## src/rtl/pkt_pkg.sv

```systemverilog
package pkt_pkg;

    typedef enum logic [1:0] {
        LAY_SPLIT_4_4  = 2'd0,
        LAY_SPLIT_1_7  = 2'd1,
        LAY_SPLIT_2_6S = 2'd2,
        LAY_ALIAS_4_4  = 2'd3
    } layout_e;

    typedef struct packed {
        logic [7:0] lead;
        logic [7:0] tail;
    } word_pair_t;

    typedef enum logic [1:0] {
        SEQ_EMPTY = 2'd0,
        SEQ_LEAD  = 2'd1,
        SEQ_TAIL  = 2'd2
    } seq_state_e;

    localparam logic [7:0] FILL_WORD = 8'hFF;

    // Bit 0 of each word leaves the shifter first.
    function automatic word_pair_t pack_pair(input logic [7:0] d, input layout_e lay);
        word_pair_t p;
        case (lay)
            LAY_SPLIT_1_7: begin
                p.lead = {d[0], 1'b0, 6'b111111};
                p.tail = {1'b1, d[7:1]};
            end
            LAY_SPLIT_2_6S: begin
                p.lead = {d[1:0], 1'b0, 5'b11111};
                p.tail = {2'b11, d[7:2]};
            end
            default: begin
                p.lead = {d[3:0], 4'b0111};
                p.tail = {4'b1111, d[7:4]};
            end
        endcase
        return p;
    endfunction

endpackage

```

## src/rtl/pkt_tick_gen.sv

```systemverilog
module pkt_tick_gen #(
    parameter int DIV_W = 16
) (
    input  logic             clk,
    input  logic             rst,
    input  logic [DIV_W-1:0] div_i,
    output logic             tick_o
);
    logic [DIV_W-1:0] cnt_q;
    logic [DIV_W-1:0] limit;

    always_comb begin
        limit  = (div_i == '0) ? '0 : div_i - 1'b1;
        tick_o = (cnt_q >= limit);
    end

    always_ff @(posedge clk) begin
        if (rst)         cnt_q <= '0;
        else if (tick_o) cnt_q <= '0;
        else             cnt_q <= cnt_q + 1'b1;
    end

    // with a period above one cycle, ticks never come on adjacent cycles
    a_r8_tick_spacing: assert property (@(posedge clk) disable iff (rst)
        (tick_o && div_i > 1) |=> (!tick_o || div_i <= 1));

endmodule

```

## src/rtl/pkt_sequencer.sv

```systemverilog
module pkt_sequencer
    import pkt_pkg::*;
(
    input  logic       clk,
    input  logic       rst,
    input  logic       in_valid_i,
    input  logic [7:0] in_data_i,
    input  logic [1:0] layout_i,
    output logic       in_ready_o,
    input  logic       take_i,
    output logic       word_valid_o,
    output logic [7:0] word_o
);
    seq_state_e state_q;
    word_pair_t pair_q;

    always_comb begin
        in_ready_o   = (state_q == SEQ_EMPTY);
        word_valid_o = (state_q != SEQ_EMPTY);
        word_o       = (state_q == SEQ_TAIL) ? pair_q.tail : pair_q.lead;
    end

    always_ff @(posedge clk) begin
        if (rst) begin
            state_q <= SEQ_EMPTY;
            pair_q  <= '{lead: FILL_WORD, tail: FILL_WORD};
        end else begin
            case (state_q)
                SEQ_EMPTY: if (in_valid_i) begin
                    pair_q  <= pack_pair(in_data_i, layout_e'(layout_i));
                    state_q <= SEQ_LEAD;
                end
                SEQ_LEAD:  if (take_i) state_q <= SEQ_TAIL;
                SEQ_TAIL:  if (take_i) state_q <= SEQ_EMPTY;
                default:   state_q <= SEQ_EMPTY;
            endcase
        end
    end

    // acceptance blocks further input on the next cycle
    a_r9_ready_drops: assert property (@(posedge clk) disable iff (rst)
        (in_valid_i && in_ready_o) |=> !in_ready_o);

    // input reopens only right after the shifter took a word
    a_r9_ready_after_take: assert property (@(posedge clk) disable iff (rst)
        (!in_ready_o ##1 in_ready_o) |-> $past(take_i));

endmodule

```

## src/rtl/pkt_word_shifter.sv

```systemverilog
module pkt_word_shifter
    import pkt_pkg::*;
(
    input  logic       clk,
    input  logic       rst,
    input  logic       tick_i,
    input  logic       word_valid_i,
    input  logic [7:0] word_i,
    output logic       take_o,
    output logic       ser_o
);
    logic [7:0] sreg_q;
    logic [2:0] left_q;
    logic [7:0] load_word;
    logic       at_edge;

    always_comb begin
        at_edge   = (left_q == '0);
        take_o    = tick_i && at_edge && word_valid_i;
        load_word = word_valid_i ? word_i : FILL_WORD;
    end

    always_ff @(posedge clk) begin
        if (rst) begin
            sreg_q <= FILL_WORD;
            left_q <= '0;
            ser_o  <= 1'b1;
        end else if (tick_i) begin
            if (at_edge) begin
                ser_o  <= load_word[0];
                sreg_q <= {1'b1, load_word[7:1]};
                left_q <= 3'd7;
            end else begin
                ser_o  <= sreg_q[0];
                sreg_q <= {1'b1, sreg_q[7:1]};
                left_q <= left_q - 1'b1;
            end
        end
    end

    // the line holds its value through every non-tick cycle
    a_r10_change_on_tick: assert property (@(posedge clk) disable iff (rst)
        !tick_i |=> $stable(ser_o));

endmodule

```

## src/rtl/uart_word_packer.sv

```systemverilog
module uart_word_packer #(
    parameter int DIV_W = 16
) (
    input  logic             clk,
    input  logic             rst,
    input  logic [DIV_W-1:0] div_value,
    input  logic [1:0]       layout_sel,
    input  logic             in_valid,
    input  logic [7:0]       in_data,
    output logic             in_ready,
    output logic             ser_out
);
    logic       tick;
    logic       take;
    logic       word_valid;
    logic [7:0] word;

    pkt_tick_gen #(.DIV_W(DIV_W)) u_tick (
        .clk    (clk),
        .rst    (rst),
        .div_i  (div_value),
        .tick_o (tick)
    );

    pkt_sequencer u_seq (
        .clk          (clk),
        .rst          (rst),
        .in_valid_i   (in_valid),
        .in_data_i    (in_data),
        .layout_i     (layout_sel),
        .in_ready_o   (in_ready),
        .take_i       (take),
        .word_valid_o (word_valid),
        .word_o       (word)
    );

    pkt_word_shifter u_shift (
        .clk          (clk),
        .rst          (rst),
        .tick_i       (tick),
        .word_valid_i (word_valid),
        .word_i       (word),
        .take_o       (take),
        .ser_o        (ser_out)
    );

endmodule

```

## config.mk

```make
export PLATFORM = sky130hd
export DESIGN_NAME = uart_word_packer
export DESIGN_NICKNAME = d
export VERILOG_FILES = /design/src/rtl/pkt_pkg.sv /design/src/rtl/pkt_tick_gen.sv /design/src/rtl/pkt_sequencer.sv /design/src/rtl/pkt_word_shifter.sv /design/src/rtl/uart_word_packer.sv
export SDC_FILE = /design/constraint.sdc
export NUM_CORES = 1
export LEC_CHECK = 0
export ABC_CLOCK_PERIOD_IN_PS = 10150
export CORE_MARGIN = 2
export CORE_UTILIZATION = 55
export CTS_CLUSTER_SIZE = 10
export DETAILED_ROUTE_END_ITERATION = 12
export PLACE_DENSITY = 0.78
export SLEW_MARGIN = 10
export SYNTH_ARGS = -nofsm -noshare
export SYNTH_HDL_FRONTEND = slang
export SYNTH_SLANG_ARGS = --single-unit
```

## constraint.sdc

```tcl
create_clock -name clk -period 10.15 [get_ports clk]
set_input_delay 3.045 -clock clk [delete_from_list [all_inputs] [get_ports clk]]
set_output_delay 3.045 -clock clk [all_outputs]
set_load 0.01 [all_outputs]
```

---- Word-level counts from Yosys, hierarchy flattened ----
Cells that the tools add are included.
storage, ports and cells
  memories ................................ 0
  input port bits ......................... 29
  bits in registers ....................... 46
  bits in latches ......................... 0
  word-level logic and storage cells ...... 38
  output and inout bits ................... 2
  ROM bits ................................ 0
  bits in writable memories ............... 0
cells by class
  bitwise logic cells ..................... 0
  magnitude comparators ................... 1
  muxes and demuxes ....................... 11
  $mul .................................... 0
  reduce and logical (&&, ||, !) cells .... 9
  shift operators ......................... 0
  eq/ne operators ......................... 7
  add/sub/neg operators ................... 3
  div/mod/pow operators ................... 0
operator list
  kind                                                 number
  case mux 16 bit (2 select lines)                     1
  adder 16 x 1 -> 16 bit, second input constant        1
  greater-or-equal comparator 16 bit                   1
  logical NOT 16 bit                                   1
  2-to-1 mux 16 bit                                    1
  2-to-1 mux 8 bit                                     2
  subtractor 16 x 1 -> 16 bit, second input constant   1
  2-to-1 mux 7 bit                                     1
  2-to-1 mux 2 bit                                     3
  inequality test 2 bit, second input constant         3
  case mux 2 bit (3 select lines)                      1
  equality test 2 x 1 -> 1 bit, second input constant  2
  equality test 2 bit, second input constant           2
  logical NOT 3 bit                                    1
  2-to-1 mux 3 bit                                     1
  AND reduction 3 bit                                  1
  subtractor 3 x 1 -> 3 bit, second input constant     1
  logical AND 1 bit                                    2
  logical NOT 2 bit                                    1
  AND reduction 2 bit                                  1
  nonzero test 2 bit                                   1
  OR reduction 2 bit                                   1
  2-to-1 mux 1 bit                                     1

---- Depth between registers and ports, before layout ----
  depth in word-level cells ............... 7
  mapped depth ............................ 13
  depth with buffers taken out ............ 12

---- By module ----
A second synthesis with hierarchy kept.
second synthesis, totals
  cell total of the unflattened synthesis .. 320
  area, all modules ....................... 2728.9 um^2
by module, submodules not included
  module            area each (um^2)  instances  seq. area each (um^2)  cells each
  pkt_tick_gen      1427.6            1          320.3                  172
  pkt_sequencer     784.5             1          280.3                  86
  pkt_word_shifter  516.7             1          220.2                  62

---- Worst setup path after synthesis ----
OpenSTA, ideal clock, no wires.
  kind .................................... in2reg
  start ................................... input port div_value[5]
  end ..................................... register u_seq.state_q[1]
  required time ........................... 10.027 ns
  stages on the path ...................... 11
  arrival ................................. 5.715 ns
  setup time .............................. 0.123 ns
  path slack .............................. 4.311 ns
  cells stage by stage .................... nor4_2 > nand3_1 > or3_1 > xnor2_1 > nand2_1 > ha_1 > nand4_2 > or2_4 > o32a_4 > a21oi_2 > mux2_1
between the ends
  longest elaborated chain between the ends .. 7
  elaborated cells on any way between the ends .. 9
ends and longest elaborated chain
  item                                                                      line                    source
  from (decl)                                                               uart_word_packer.sv:6   input logic [DIV_W-1:0] div_value,
  subtractor 16 x 1 -> 16 bit / logical NOT 16 bit (equally long branches)  pkt_tick_gen.sv:13      limit = (div_i == '0) ? '0 : div_i - 1'b1;
  2-to-1 mux 16 bit *                                                       pkt_tick_gen.sv:13
  greater-or-equal comparator 16 bit *                                      pkt_tick_gen.sv:14      tick_o = (cnt_q >= limit);
  logical AND 1 bit * (2 in series)                                         pkt_word_shifter.sv:19  take_o = tick_i && at_edge && word_valid_i;
  inequality test 2 bit (no source line)                                    n/a
  AND reduction 3 bit (no source line) *                                    n/a
  to (signal assigned)                                                      pkt_sequencer.sv:33     SEQ_LEAD: if (take_i) state_q <= SEQ_TAIL;
  to (signal assigned)                                                      pkt_sequencer.sv:34     SEQ_TAIL: if (take_i) state_q <= SEQ_EMPTY;
  to (signal assigned)                                                      pkt_sequencer.sv:35     default: state_q <= SEQ_EMPTY;
  to (decl)                                                                 pkt_sequencer.sv:14     seq_state_e state_q;
Every way passes the cells marked *; elsewhere a longest branch is shown, timed or not.
A chain may end at the register's enable or synchronous reset.

---- Worst setup path after layout ----
  start ................................... input port div_value[11]
  end ..................................... register u_tick.cnt_q[7]
between the ends
  longest elaborated chain between the ends .. 4
  elaborated cells on any way between the ends .. 5
ends and longest elaborated chain
  item                                                                      line                source
  subtractor 16 x 1 -> 16 bit / logical NOT 16 bit (equally long branches)  pkt_tick_gen.sv:13
  2-to-1 mux 16 bit *                                                       pkt_tick_gen.sv:13
  greater-or-equal comparator 16 bit *                                      pkt_tick_gen.sv:14
  OR reduction 2 bit (no source line) *                                     n/a
  to (signal assigned)                                                      pkt_tick_gen.sv:20  else cnt_q <= cnt_q + 1'b1;
  to (decl)                                                                 pkt_tick_gen.sv:9   logic [DIV_W-1:0] cnt_q;
Marked as above.

==> metrics.txt <==
outcome completed; htree depth 2; Comb pwr share 14.0%; Num CTS Buffers 5; largest net degree at the start of global routing 25; clock network fraction of design power 41.3%; fin. max-slew vios 0; CTS Sinks 41; Synth Net Count 375; first-pass GRT wire length 9.78 mm; Die Y 74.0 um; final instance area 0.00315 mm^2; Pwr Density 121 mW/mm^2; peak supply drop 0.0740 mV; Worst R2R Setup Slack 7.57 ns; Hold Crit Depth 2; Hold Vio Cnt, Final 0; Warnings, synthesis 0; Core Area 0.00472 mm^2; reg2reg path depth 6; final period utilization 65.9%; Top FF cell, synth dfxtp_1; area post-placement 0.00301 mm^2; CTS tree yes; ant diodes 0; CP startpoint kind input pin; hold_buf cts 0; total negative slack 0 ns; Overflow after GRT 0; Hold/Removal Path Class reg2reg; DP Wirelength 4.28 mm; Synth top area share 30.5%; WL/cell 13.7 um; Final setup viols 0; register area share after synthesis 30.5%; All-Layer GR Usage 22.8%; Reg clk slew, reported paths 0.08 ns; share of cells above drive strength 1 7.23%; Seq pwr share 44.7%; Synth area leader dfxtp_1; Synth cell types 51; Relative slew margins 52.0%; Fmax 150 MHz; Min-Delay Endpoint u_seq.pair_q[15]$_SDFFE_PP1P_; DR iter-0 viols 204; filler cell count 403; vias per inst 5.78; r2r startpoint u_tick.cnt_q[13]$_SDFF_PP0_; Yosys reg bits 41; Setup crit end kind flop; Critical Path RT 10.37 ns; number of nets in the layout 397; CTS max path bufs 2; leakage dissipation 1.27 nW; clk_lat worst skew 0.29 ns; FP Rows 25; post-CTS setup buffers 0; Post-DRT Antenna Nets 0; via count 2,387; synth top area cells dfxtp_1, ha_1, nand2_1; DRT Wirelength 5.66 mm; initial core utilization 57.0%; Synth Instances 323; Net Sw Frac 23.6%; max_cap viols 0; Die Wd 74.0 um; WP data arrival 6.91 ns; post-CTS sizing 0; Placer Congestion 0.897; First-pass DRT Iterations 4; fin crit period 6.69 ns; initial antenna violation count 0; NetSw 90.2 uW; I/O pins 31; Internal Dissipation 292 uW; Root Driver clkbuf_8; synthesis-to-finish area growth 16.9%; Mean Syn Cell Area 8.34 um^2; r2r endpoint u_tick.cnt_q[7]$_SDFF_PP0_; number of remaining DRC errors 0; crit path kind in2reg; hold wc startpoint u_seq.pair_q[15]$_SDFFE_PP1P_; RSZ-0062 raised after global routing no; Setup Skew 0.00840 ns; Async S/R FF share, synth 0%; Critical Path Fanout Max 16; Post-synth EDFFs 0; Port Buf Inserts 30; mapped cell area 0.00269 mm^2; Worst-Margin Slew 0.719 ns; CP Launch Point div_value[11]; die area 0.00547 mm^2; vias in the first global route 2,180
==> critical path, stage by stage <==
cell and delay [ns]:
clkdlybuf4s50_1 0.46, or4_1 0.55, nor2_1 0.15, nand4_1 0.46
nand2_1 0.19, ha_1 0.28, a21o_1 0.18, a311oi_1 0.41
o21a_1 0.59, nand3_2 0.37, a21oi_1 0.22
==> worst max path at each step <==
stage,endpoint,slack [ns],cells after the start
floorplan,u_seq.state_q[1]$_SDFFE_PP0P_,4.31,11
global placement,u_tick.cnt_q[7]$_SDFF_PP0_,3.36,11
detailed placement,u_tick.cnt_q[7]$_SDFF_PP0_,3.21,11
CTS,u_tick.cnt_q[7]$_SDFF_PP0_,3.50,11
global route,u_tick.cnt_q[7]$_SDFF_PP0_,3.11,11
finish,u_tick.cnt_q[7]$_SDFF_PP0_,3.46,11
==> synth_stat cells, drive strengths merged (6+ instances only) <==
library cell and instances:
nand3 13, nand2 38, ha 23, xnor2 16, a221oi 11, nor2 35, and3 6, xor2 11
nor3 13, o211ai 14, dfxtp 41, o21ai 9, a21oi 13, inv 14, clkbuf 10
==> metrics by stage <==
| step | power (mW) | utilization [%] | instances | worst slack (ns) | hold slack, ns |
|---|---|---|---|---|---|
| CTS | 0.385 | 66.7 | 413 | 3.50 | 0.487 |
| global route | 0.400 | 66.7 | 413 | 3.11 | 0.512 |
| floorplan | 0.206 | - | 323 | 4.31 | 0.437 |
| detailed placement | 0.228 | 63.8 | 405 | 3.21 | 0.466 |
| global placement | 0.227 | 63.8 | 405 | 3.36 | 0.464 |
| finish | 0.382 | 66.7 | 413 | 3.46 | 0.489 |
==> placed cells by master, fill, tap and decap left out, types with 4 or more instances in the layout <==
| cell type | n |
|---|---|
| dfxtp_1 | 41 |
| nand2_1 | 38 |
| nor2_1 | 34 |
| clkdlybuf4s50_1 | 30 |
| ha_1 | 23 |
| xnor2_1 | 16 |
| inv_1 | 14 |
| o211ai_1 | 14 |
| nor3_1 | 13 |
| nand3_1 | 12 |
| xor2_1 | 11 |
| a21oi_1 | 11 |
| a221oi_1 | 7 |
| o21ai_1 | 7 |
| and3_1 | 6 |
| a22oi_1 | 5 |
| clkbuf_8 | 5 |
| nand4_1 | 4 |
| a221oi_2 | 4 |
==> power groups by stage <==
stage               Sequential (mW)  Clock, mW  Combinational (mW)
finish                        0.171      0.158              0.0534
global route                  0.172      0.168              0.0599
CTS                           0.171      0.160              0.0537
detailed placement            0.175          0              0.0535
global placement              0.175          0              0.0524
floorplan                     0.173          0              0.0334
==> area by class of cell <==
type | count | area (um^2) | area share (%)
inverter | 14 | 52.6 | 1.67
tap | 67 | 83.8 | 2.66
sequential | 41 | 821 | 26.1
clock buffer | 5 | 68.8 | 2.19
clock inverter | 3 | 68.8 | 2.19
timing repair buffer | 30 | 300 | 9.54
multi-input combinational | 253 | 1750 | 55.7
==> state kept, by name, summed over array words and instances, names as in the netlist <==
name	count
u_shift.left_q	3
u_seq.state_q	2
u_seq.pair_q	12
u_tick.cnt_q	16
u_shift.sreg_q	7
u_shift.ser_o	1
==> per-layer routing <==
layer	GRT usage (%)	vias to the layer above	wire (um)
li1	-	1214	-
met1	32.3	1120	2760
met2	34.9	48	2630
met3	4.07	5	209
met4	8.28	0	59
met5	0	-	0
==> logic make-up (layout without fill, tap and decap cells) <==
family	Yosys count	count (layout)	share of synthesized area, %
and+or+nand+nor	131	131	23.7
buffers and inverters	29	52	4.41
AOI/OAI and AO/OA	70	70	21.2
muxes	2	2	0.790
xor gates and xnor gates	27	27	8.78
DFF	41	41	30.5
adders and majority gates	23	23	10.7
Note: power is estimated with default switching activity, not from simulation.
